===== config.mk =====
export PLATFORM = sky130hd
export DESIGN_NAME = gpio_mask_bank
export DESIGN_NICKNAME = d
export VERILOG_FILES = /design/src/rtl/gpio_mask_bank.sv
export SDC_FILE = /design/constraint.sdc
export NUM_CORES = 1
export LEC_CHECK = 0
export ABC_AREA = 0
export BUFFER_PORTS_ARGS = -buffer_cell sky130_fd_sc_hd__buf_4
export CORE_UTILIZATION = 30
export DETAILED_ROUTE_END_ITERATION = 12
export GPL_TIMING_DRIVEN = 0
export PLACE_DENSITY_LB_ADDON = 0.2
export SETUP_SLACK_MARGIN = 0.2
export SYNTH_ARGS = -nofsm -noshare
export SYNTH_HDL_FRONTEND = slang
export SYNTH_SLANG_ARGS = --single-unit

===== constraint.sdc =====
create_clock -name clk -period 2.08 [get_ports clk]
set_clock_uncertainty 0.2 [all_clocks]
set_input_delay 0.416 -clock clk [delete_from_list [all_inputs] [get_ports clk]]
set_output_delay 0.416 -clock clk [all_outputs]
set_load 0.005 [all_outputs]

===== src/rtl/gpio_mask_bank.sv =====
module gpio_mask_bank #(
  parameter int NPINS = 32,
  parameter int AW    = 12
) (
  input  logic             clk,
  input  logic             rst_n,
  input  logic [AW-1:0]    addr,
  input  logic             wr_en,
  input  logic [31:0]      wr_data,
  input  logic             rd_en,
  output logic [31:0]      rd_data,
  input  logic [NPINS-1:0] pin_in,
  output logic [NPINS-1:0] pin_out,
  output logic [NPINS-1:0] pin_oe
);
  localparam logic [31:0] LIVE = (NPINS >= 32) ? 32'hFFFF_FFFF : ((32'd1 << NPINS) - 32'd1);
  localparam logic [AW-1:0] A_MLO  = AW'('h000);
  localparam logic [AW-1:0] A_MHI  = AW'('h004);
  localparam logic [AW-1:0] A_OUT  = AW'('h040);
  localparam logic [AW-1:0] A_PINS = AW'('h060);
  localparam logic [AW-1:0] A_DIR  = AW'('h204);
  localparam logic [AW-1:0] A_OEN  = AW'('h208);

  logic [31:0] out_q, dir_q, oen_q;
  logic [31:0] pin_ext, keep_lo, keep_hi, lo_merge, hi_merge;

  assign pin_ext  = 32'(pin_in) & LIVE;
  assign keep_lo  = {16'hFFFF, wr_data[31:16]};
  assign keep_hi  = {wr_data[31:16], 16'hFFFF};
  assign lo_merge = (out_q & keep_lo) | ({16'h0, wr_data[15:0]} & ~keep_lo);
  assign hi_merge = (out_q & keep_hi) | ({wr_data[15:0], 16'h0} & ~keep_hi);

  always_ff @(posedge clk) begin
    if (!rst_n) begin
      out_q <= '0;
      dir_q <= '0;
      oen_q <= '0;
    end else if (wr_en) begin
      case (addr)
        A_MLO:   out_q <= lo_merge & LIVE;
        A_MHI:   out_q <= hi_merge & LIVE;
        A_OUT:   out_q <= wr_data & LIVE;
        A_DIR:   dir_q <= wr_data & LIVE;
        A_OEN:   oen_q <= wr_data & LIVE;
        default: ;
      endcase
    end
  end

  always_ff @(posedge clk) begin
    if (!rst_n) begin
      rd_data <= '0;
    end else if (rd_en) begin
      case (addr)
        A_OUT:   rd_data <= out_q;
        A_PINS:  rd_data <= pin_ext;
        A_DIR:   rd_data <= dir_q;
        A_OEN:   rd_data <= oen_q;
        default: rd_data <= '0;
      endcase
    end
  end

  assign pin_out = out_q[NPINS-1:0];
  assign pin_oe  = dir_q[NPINS-1:0] & oen_q[NPINS-1:0];

  AST_FULL_WRITE: assert property (@(posedge clk) disable iff (!rst_n)
    wr_en && addr == A_OUT |=> 32'(pin_out) == ($past(wr_data) & LIVE));
  AST_LO_KEEPS_HIGH: assert property (@(posedge clk) disable iff (!rst_n)
    wr_en && addr == A_MLO |=> $stable(32'(pin_out) >> 16));
  AST_LO_ALL_MASKED: assert property (@(posedge clk) disable iff (!rst_n)
    wr_en && addr == A_MLO && wr_data[31:16] == 16'hFFFF |=> $stable(pin_out));
  AST_HI_KEEPS_LOW: assert property (@(posedge clk) disable iff (!rst_n)
    wr_en && addr == A_MHI |=> $stable(32'(pin_out) & 32'h0000_FFFF));
  AST_INPUT_MODE_UNDRIVEN: assert property (@(posedge clk) disable iff (!rst_n)
    wr_en && addr == A_DIR && wr_data == 32'h0 |=> pin_oe == '0);
  AST_PIN_LEVELS: assert property (@(posedge clk) disable iff (!rst_n)
    rd_en && addr == A_PINS |=> rd_data == ($past(32'(pin_in)) & LIVE));
  AST_DEAD_BITS: assert property (@(posedge clk) disable iff (!rst_n)
    rd_en |=> (rd_data & ~LIVE) == 32'h0);
  AST_MASKED_READ_ZERO: assert property (@(posedge clk) disable iff (!rst_n)
    rd_en && (addr == A_MLO || addr == A_MHI) |=> rd_data == 32'h0);
  AST_READ_HOLDS: assert property (@(posedge clk) disable iff (!rst_n)
    !rd_en |=> $stable(rd_data));
endmodule


==> results.sh, run 1 <==
export IMPL_grt_pass1_vias=5859
export IMPL_synth_flop_cell="dfxtp_1"
export IMPL_synth_top_cell_by_area="dfxtp_1"
export IMPL_fillers=1985
export IMPL_grt_usage_pct=22.2
export IMPL_drtIter0Drc=376
export IMPL_synth_seq_cells=128
export IMPL_dpl_instance_area_sq_um=8040
export IMPL_power_density_nw_per_um2=650
export IMPL_crit_buf_inv=4
export IMPL_fin_setup_tns_ps=0
export IMPL_clk_pin_slew_ps=60
export IMPL_clockBufferDepth=2
export IMPL_dp_hpwl_microns=16200
export IMPL_gp_congestion=0.802
export IMPL_crit_path_top_delay_cell="or4b_4"
export IMPL_ant_nets=0
export IMPL_io_buffers=172
export IMPL_cts_root_buf="clkbuf_16"
export IMPL_area_delta_synth_final_pct=51.7
export IMPL_p_leak_nw=3.62
export IMPL_rsz0062_at_grt="true"
export IMPL_critPathTopFamily="simple AND/OR/NAND/NOR gates"
export IMPL_layout_setup_ws_ps=84.5
export IMPL_finalCritPeriodShare_pct=95.9
export IMPL_htreeDepth=4
export IMPL_vias=6182
export IMPL_synth_warnings=0
export IMPL_fmax_mhz=501
export IMPL_worstPathRequired_ps=2240
export IMPL_slew_viol_final=0
export IMPL_synthCells=754
export IMPL_async_flop_share_pct=0
export IMPL_grt_max_degree=17
export IMPL_syn_nets=834
export IMPL_placementRows=51
export IMPL_drv_cap=0
export IMPL_synth_edff_count=0
export IMPL_antennaDiodeCount=0
export IMPL_cp_max_fo=6
export IMPL_final_cell_mix="buf_4, nand2_1, dfxtp_1"
export IMPL_ir_drop_uv=529
export IMPL_cp_end_kind="register"
export IMPL_pre_cts_ws_ps=-755
export IMPL_vias_per_cell=4.97
export IMPL_total_power_mw=5.97
export IMPL_wl_per_cell_microns=18.5
export IMPL_seq_area_frac_synth_pct=42.3
export IMPL_hold_path_class="input port to register"
export IMPL_start_kind="input port"
export IMPL_cts_buffers=17
export IMPL_yosysTopAreaCellShare_pct=42.3
export IMPL_finalHoldViolCount=0
export IMPL_drive_gt1_share_pct=36.9
export IMPL_cts_sink_count=128
export IMPL_layout_commonest_cell="buf_4"
export IMPL_slowest_delay_ps=460
export IMPL_chipHeight_microns=144
export IMPL_cp_arrival_ps=2160
export IMPL_path_class="input port to register"
export IMPL_slew_limit_headroom_pct=59.4
export IMPL_antenna_found_initial=0
export IMPL_tightest_slew_ps=608
export IMPL_grt_overflow=0
export IMPL_netlist_area_sq_um=6060
export IMPL_clock_latency_ps=430
export IMPL_synth_cell_types=33
export IMPL_start_util_pct=30.8
export IMPL_crit_chain="buf_8 -> nor4_4 -> buf_4 -> or4b_4 -> buf_6 -> buf_12 -> a21oi_2 -> o21ai_1 -> a21oi_1"
export IMPL_drt_pass1_iter_count=5
export IMPL_avgSynthCellArea_sq_um=8.04
export IMPL_status="completed"
export IMPL_nNetsFinal=1046
export IMPL_io_pins=176
export IMPL_min_period_ps=2000
export IMPL_die_x_microns=144
export IMPL_setup_viol=0
export IMPL_cts_tree="done"
export IMPL_drc=0
export IMPL_design_area_sq_um=9200
export IMPL_grt_pass1_wl_microns=33700
export IMPL_core_area_sq_um=19700
export IMPL_wl_microns=23000
export IMPL_synth_top_cells_by_area="dfxtp_1, nand2_1, mux2i_1"
export IMPL_die_area_sq_um=20800
[area by class of cell]
| type | count | area [sq um] | share of cell area (%) |
|---|---|---|---|
| Clock inverter | 13 | 163 | 1.77 |
| Clock buffer | 19 | 443 | 4.82 |
| Tap cell | 265 | 332 | 3.61 |
| Buffer | 56 | 468 | 5.09 |
| Sequential cell | 128 | 2560 | 27.9 |
| Inverter | 19 | 71.3 | 0.776 |
| Multi-Input combinational cell | 551 | 3630 | 39.4 |
| Timing Repair Buffer | 193 | 1530 | 16.6 |
[routing by layer]
metal  track usage (%)  share of wire (%)  vias up
met4              7.53                1.7        0
met3              5.20                6.4       31
met5                 0                  0        -
met1              29.2                 46     2923
li1                  -                  -     3023
met2              35.4                 46      205
[cell usage after synthesis (all sizes together), types with 2 or more instances]
library cell  instances
o311ai                2
a31oi                 2
clkbuf               45
o21ai                66
and2                 36
nand3b                3
nand4                 6
a21boi               64
or2                  14
dfxtp               128
nor2b                18
nand3                 4
and4                  4
nand2               165
buf                  11
inv                  19
a21oi                45
a221oi               31
nor2                 35
nor4                  2
mux2i                46
[logic make-up after synthesis]
| kind of cell | share of synthesized area (%) |
|---|---|
| DFF | 42.3 |
| xor gates and xnor gates | 0.145 |
| and+or+nand+nor | 22.6 |
| AOI/OAI and AO/OA | 22.5 |
| muxes | 7.60 |
| buffers and inverters | 4.95 |
[metrics by stage]
step | utilization (%) | hold slack (ps) | std cells
final | 46.8 | 50.0 | 1244
after global routing | 46.8 | 53.2 | 1244
after CTS | 44.8 | 44.8 | 1231
after detailed placement | 40.9 | 243 | 1191
after global placement | 40.9 | 237 | 1191
after floorplan | - | 242 | 754
[path summary, 6_finish.rpt]
kind / slack (ps) / startpoint / end / cells past startpoint
worst max-delay path: 80 / addr[10] / pin_out[24] / 9
worst min register to register: 250 / rd_data[4] / rd_data[4] / 2
worst max register to register: 780 / register / rd_data[9] / 4
worst min-delay path: 50 / wr_data[1] / oen_q[1] / 3
[timing repair]
action / 4_1_cts / 5_1_grt
endpoints found under the hold margin: 0 / 0
hold buffers: 0 / 0
pin swaps: 3 / 11
setup endpoints to repair: 98 / 100
buffers inserted: 8 / 9
gates cloned: 0 / 4
gates resized for setup: 40 / 70
[worst min-delay path, stage by stage]
cell	delay (ps)
buf_4	120
nand2_1	50
a21boi_1	50
[power by group]
group	leakage [nW]	internal [mW]	total (mW)	switching, mW
combinational	2.30	0.189	0.404	0.215
clock	0.289	1.92	3.12	1.20
sequential	1.03	2.45	2.45	0.000236
No activity file was read; power rests on OpenSTA's default activity.
==> run 2, diff against run 1 <==
Settings changed: PLACE_DENSITY_LB_ADDON 0.2 to 0.3.
==> results.sh, run 2 (same netlist as run 1, synthesis figures left out) <==
export IMPL_cts_root_buf="clkbuf_16"
export IMPL_total_power_mw=5.74
export IMPL_fmax_mhz=505
export IMPL_antenna_found_initial=0
export IMPL_r2r_slack_ps=810
export IMPL_drc=0
export IMPL_grt_pass1_wl_microns=33300
export IMPL_io_buffers=172
export IMPL_clockBufferDepth=2
export IMPL_nNetsFinal=1053
export IMPL_crit_buf_inv=4
export IMPL_cpMostUsedCell="buf_8"
export IMPL_area_delta_synth_final_pct=53.6
export IMPL_cp_arrival_ps=2140
export IMPL_grt_max_degree=17
export IMPL_core_area_sq_um=19700
export IMPL_utilization_pct=47.4
export IMPL_reg2regPathDepth=4
export IMPL_grt_usage_pct=21.8
export IMPL_cp_end_kind="register"
export IMPL_holdPathEnd="oen_q[13]"
export IMPL_dpl_instance_area_sq_um=8040
export IMPL_r2r_end="rd_data[3]"
export IMPL_finalHoldViolCount=0
export IMPL_drv_cap=0
export IMPL_fillers=1986
export IMPL_die_x_microns=144
export IMPL_power_density_nw_per_um2=616
export IMPL_slowest_delay_ps=460
export IMPL_ir_drop_uv=510
export IMPL_hold_ws_ps=68.2
export IMPL_start_kind="input port"
export IMPL_drt_pass1_iter_count=5
export IMPL_pre_cts_ws_ps=-775
export IMPL_antennaDiodeCount=0
export IMPL_path_class="input port to register"
export IMPL_hold_start="wr_data[13]"
export IMPL_slew_viol_final=0
export IMPL_p_leak_nw=3.67
export IMPL_cp_max_fo=5
export IMPL_drive_gt1_share_pct=36.6
export IMPL_worstPathRequired_ps=2240
export IMPL_slew_limit_headroom_pct=62.1
export IMPL_crit_path_top_delay_cell="or4b_4"
export IMPL_tightest_slew_ps=569
export IMPL_status="completed"
export IMPL_cts_tree="done"
export IMPL_finalCritPeriodShare_pct=95.2
export IMPL_gp_congestion=0.793
export IMPL_io_pins=176
export IMPL_start_util_pct=30.8
export IMPL_layout_setup_ws_ps=99.4
export IMPL_ant_nets=0
export IMPL_wl_microns=23100
export IMPL_grt_overflow=0
export IMPL_die_area_sq_um=20800
export IMPL_cts_sink_count=128
export IMPL_crit_chain="buf_8 -> nor4_4 -> buf_4 -> or4b_4 -> buf_6 -> buf_8 -> a21oi_2 -> o21ai_1 -> a21oi_1"
export IMPL_htreeDepth=4
export IMPL_setup_viol=0
export IMPL_vias_per_cell=4.99
export IMPL_cts_buffers=17
export IMPL_final_cell_mix="buf_4, nand2_1, dfxtp_1"
export IMPL_layout_commonest_cell="buf_4"
export IMPL_design_area_sq_um=9310
export IMPL_rsz0062_at_grt="true"
export IMPL_wl_per_cell_microns=18.5
export IMPL_chipHeight_microns=144
export IMPL_hold_path_class="input port to register"
export IMPL_whs_path_depth=3
export IMPL_clk_pin_slew_ps=60
export IMPL_grt_pass1_vias=5876
export IMPL_critPathTopFamily="simple AND/OR/NAND/NOR gates"
export IMPL_vias=6231
export IMPL_clock_latency_ps=420
export IMPL_dp_hpwl_microns=16200
export IMPL_drtIter0Drc=349
export IMPL_placementRows=51
export IMPL_min_period_ps=1980
## run 2: cell types whose count changed in the layout (fill, tap and decap cells not counted), moves of 5 or more
cell	before	now
buf_6	6	12
a21oi_4	3	12
buf_4	190	185
a21oi_1	21	29
a21oi_2	21	4
## run 2: what timing repair did
action / 4_1_cts / 5_1_grt
pin swaps: 8 / 8
hold buffers: 0 / 0
resized for setup: 44 / 74
setup endpoints to repair: 93 / 119
buffers inserted: 7 / 12
cloned: 3 / 6
## run 2: layer usage
| layer | wire (microns) | track usage (%) | share of wire (%) | up-vias |
|---|---|---|---|---|
| li1 | - | - | - | 3037 |
| met1 | 10200 | 28.4 | 44 | 2951 |
| met2 | 10900 | 36.0 | 47 | 216 |
| met3 | 1640 | 4.93 | 7.1 | 27 |
| met4 | 291 | 6.04 | 1.3 | 0 |
| met5 | 0 | 0 | 0 | - |
## run 2: metrics by stage
step | instances | TNS, ps
after CTS | 1231 | 0
after floorplan | 754 | -284
final | 1249 | 0
after detailed placement | 1191 | -48570
after global placement | 1191 | -45460
after global routing | 1249 | 0
## run 2: area by class of cell
| cell class | count | area [sq um] | area share, % |
|---|---|---|---|
| multi-input combinational | 551 | 3670 | 39.5 |
| sequential | 128 | 2560 | 27.5 |
| timing repair buffer | 200 | 1670 | 17.9 |
| buffer | 56 | 447 | 4.80 |
| clock buffer | 19 | 443 | 4.76 |
| tap | 265 | 332 | 3.56 |
| clock inverter | 11 | 118 | 1.26 |
| inverter | 19 | 71.3 | 0.766 |
## run 2: how the worst max path moves through the flow
stage                   from  cells past startpoint           to  slack, ps
CTS                  addr[8]                      9  pin_out[24]        100
global placement    addr[10]                      7  pin_out[28]       -760
floorplan           addr[10]                      7  pin_out[23]        -30
detailed placement  addr[10]                      7  pin_out[28]       -780
global route         addr[9]                      9  pin_out[24]         10
finish               addr[9]                      9  pin_out[24]        100
## run 2: where the power goes
group	switching [mW]	internal, mW
registers	0.000239	2.45
logic	0.215	0.195
clock network	1.11	1.77
## run 2: worst register-to-register path, cell delays in order, from the launching register on
cell and delay, ps:
dfxtp_1 320, mux2i_1 150, nor2_1 70, a221oi_2 300, o21ai_2 110
==> run 3, diff against run 2 <==
Settings changed: BUFFER_PORTS_ARGS -buffer_cell sky130_fd_sc_hd__buf_4 to not set, CELL_PAD_IN_SITES_DETAIL_PLACEMENT set to 0, CELL_PAD_IN_SITES_GLOBAL_PLACEMENT set to 1, DONT_BUFFER_PORTS set to 1, SKIP_CTS_REPAIR_TIMING set to 1.
==> results.sh, run 3 (same netlist as run 1, synthesis figures left out) <==
export IMPL_status="finished with violations"
export IMPL_violations="hold timing"
export IMPL_cp_arrival_ps=2090
export IMPL_htreeDepth=4
export IMPL_placementRows=51
export IMPL_io_pins=176
export IMPL_gp_congestion=0.798
export IMPL_drive_gt1_share_pct=19.3
export IMPL_slew_limit_headroom_pct=59.7
export IMPL_vias_per_cell=5.11
export IMPL_nNetsFinal=896
export IMPL_power_density_nw_per_um2=757
export IMPL_p_leak_nw=2.73
export IMPL_hold_ws_ps=-24.1
export IMPL_multi_input_area_sq_um=3540
export IMPL_crit_path_top_delay_cell="nor4_4"
export IMPL_clockBufferDepth=2
export IMPL_rsz0062_at_grt="true"
export IMPL_final_cell_mix="nand2_1, dfxtp_1, mux2i_1, o21ai_1"
export IMPL_cts_tree="done"
export IMPL_grt_pass1_wl_microns=33100
export IMPL_route_top_layer_used="met4"
export IMPL_wl_per_cell_microns=21.4
export IMPL_antenna_found_initial=0
export IMPL_finalCritPeriodShare_pct=95.8
export IMPL_utilization_pct=40.4
export IMPL_grt_overflow=0
export IMPL_r2r_end="rd_data[9]"
export IMPL_die_area_sq_um=20800
export IMPL_drtIter0Drc=329
export IMPL_seq_area_sq_um=2560
export IMPL_cp_max_fo=10
export IMPL_die_x_microns=144
export IMPL_chipHeight_microns=144
export IMPL_worstPathRequired_ps=2180
export IMPL_antennaDiodeCount=0
export IMPL_cts_root_buf="clkbuf_16"
export IMPL_grt_pass1_vias=5296
export IMPL_drc=0
export IMPL_grt_max_degree=17
export IMPL_min_period_ps=1990
export IMPL_total_power_mw=6.01
export IMPL_finalHoldViolCount=3
export IMPL_clk_pin_slew_ps=60
export IMPL_reg2regPathDepth=4
export IMPL_ir_drop_uv=542
export IMPL_fmax_mhz=502
export IMPL_io_buffers=0
export IMPL_fillers=2066
export IMPL_met1Wirelength_microns=10400
export IMPL_crit_chain="nor4_4 -> buf_4 -> buf_4 -> buf_4 -> nand3_2 -> clkbuf_2 -> o21ai_0 -> a21oi_1"
export IMPL_r2r_slack_ps=800
export IMPL_cp_end_kind="register"
export IMPL_grt_usage_pct=22.0
export IMPL_path_class="input port to register"
export IMPL_crit_end="pin_out[29]"
export IMPL_hold_path_class="input port to register"
export IMPL_met3WireLength_microns=1850
export IMPL_route_met2_wl_microns=10900
export IMPL_clock_latency_ps=420
export IMPL_drv_cap=0
export IMPL_cp_startpoint="addr[8]"
export IMPL_vias=5594
export IMPL_slew_viol_final=0
export IMPL_start_kind="input port"
export IMPL_core_area_sq_um=19700
export IMPL_tightest_slew_ps=604
export IMPL_cpMostUsedCell="buf_4"
export IMPL_slowest_delay_ps=430
export IMPL_dp_hpwl_microns=16100
export IMPL_layout_commonest_cell="nand2_1"
export IMPL_drt_pass1_iter_count=5
export IMPL_area_delta_synth_final_pct=30.9
export IMPL_start_util_pct=30.8
export IMPL_setup_viol=0
export IMPL_ant_nets=0
export IMPL_cts_sink_count=128
export IMPL_cts_buffers=17
export IMPL_wl_microns=23400
==> run 3: cell count changes in the layout (fill, tap and decap cells not counted), moves of 4 or more <==
cell / before / now
clkbuf_2: 7 / 14
a21oi_4: 12 / 2
dlygate4sd3_1: 0 / 32
a21oi_2: 4 / 20
buf_4: 185 / 13
clkbuf_4: 12 / 4
buf_8: 10 / 0
o21ai_2: 19 / 0
clkbuf_16: 22 / 17
clkinv_2: 5 / 1
o21ai_1: 31 / 46
o21ai_0: 16 / 20
a21oi_1: 29 / 23
==> run 3: critical path, delay by kind of cell <==
kind	cells	cell delay, ps
and+or+nand+nor	2	600
AOI/OAI and AO/OA	2	400
buffers and inverters	4	660
==> run 3: area by class of cell <==
| type | instances | area share, % |
|---|---|---|
| Buffer | 56 | 4.74 |
| Clock buffer | 20 | 5.75 |
| Clock inverter | 12 | 2.30 |
| Inverter | 19 | 0.898 |
| Multi-Input combinational cell | 551 | 44.6 |
| Sequential cell | 128 | 32.3 |
| Tap cell | 265 | 4.18 |
| Timing Repair Buffer | 43 | 5.23 |
==> run 3: where the power goes <==
part | internal [mW] | total (mW) | switching [mW]
Sequential | 2.45 | 2.45 | 0.000264
Clock | 2.08 | 3.26 | 1.18
Combinational | 0.133 | 0.302 | 0.169
==> run 3: stage by stage <==
| step | cell area (sq um) | instances | TNS [ps] | setup slack [ps] |
|---|---|---|---|---|
| finish | 7940 | 1094 | 0 | 87.2 |
| global route | 7940 | 1094 | 0 | 43.3 |
| CTS | 7380 | 1051 | -1440 | -208 |
| detailed placement | 6750 | 1019 | -33410 | -685 |
| global placement | 6750 | 1019 | -32200 | -663 |
| floorplan | 6410 | 754 | -284 | -28.6 |
==> run 3: routing by layer <==
| layer | track usage, % | vias to the layer above |
|---|---|---|
| met3 | 7.22 | 18 |
| met5 | 0 | - |
| met2 | 35.3 | 178 |
| met1 | 28.2 | 2673 |
| met4 | 5.87 | 0 |
| li1 | - | 2725 |
==> run 3: worst min-delay path by stage <==
stage	start	to	slack [ps]	cells after the start
after floorplan	rd_data[10]	rd_data[10]	240	2
after global placement	oen_q[9]	oen_q[9]	260	2
after detailed placement	rd_data[2]	rd_data[2]	260	2
after CTS	wr_data[28]	pin_out[28]	-100	2
after global routing	wr_data[0]	register	5	2
final	wr_data[2]	register	-20	2
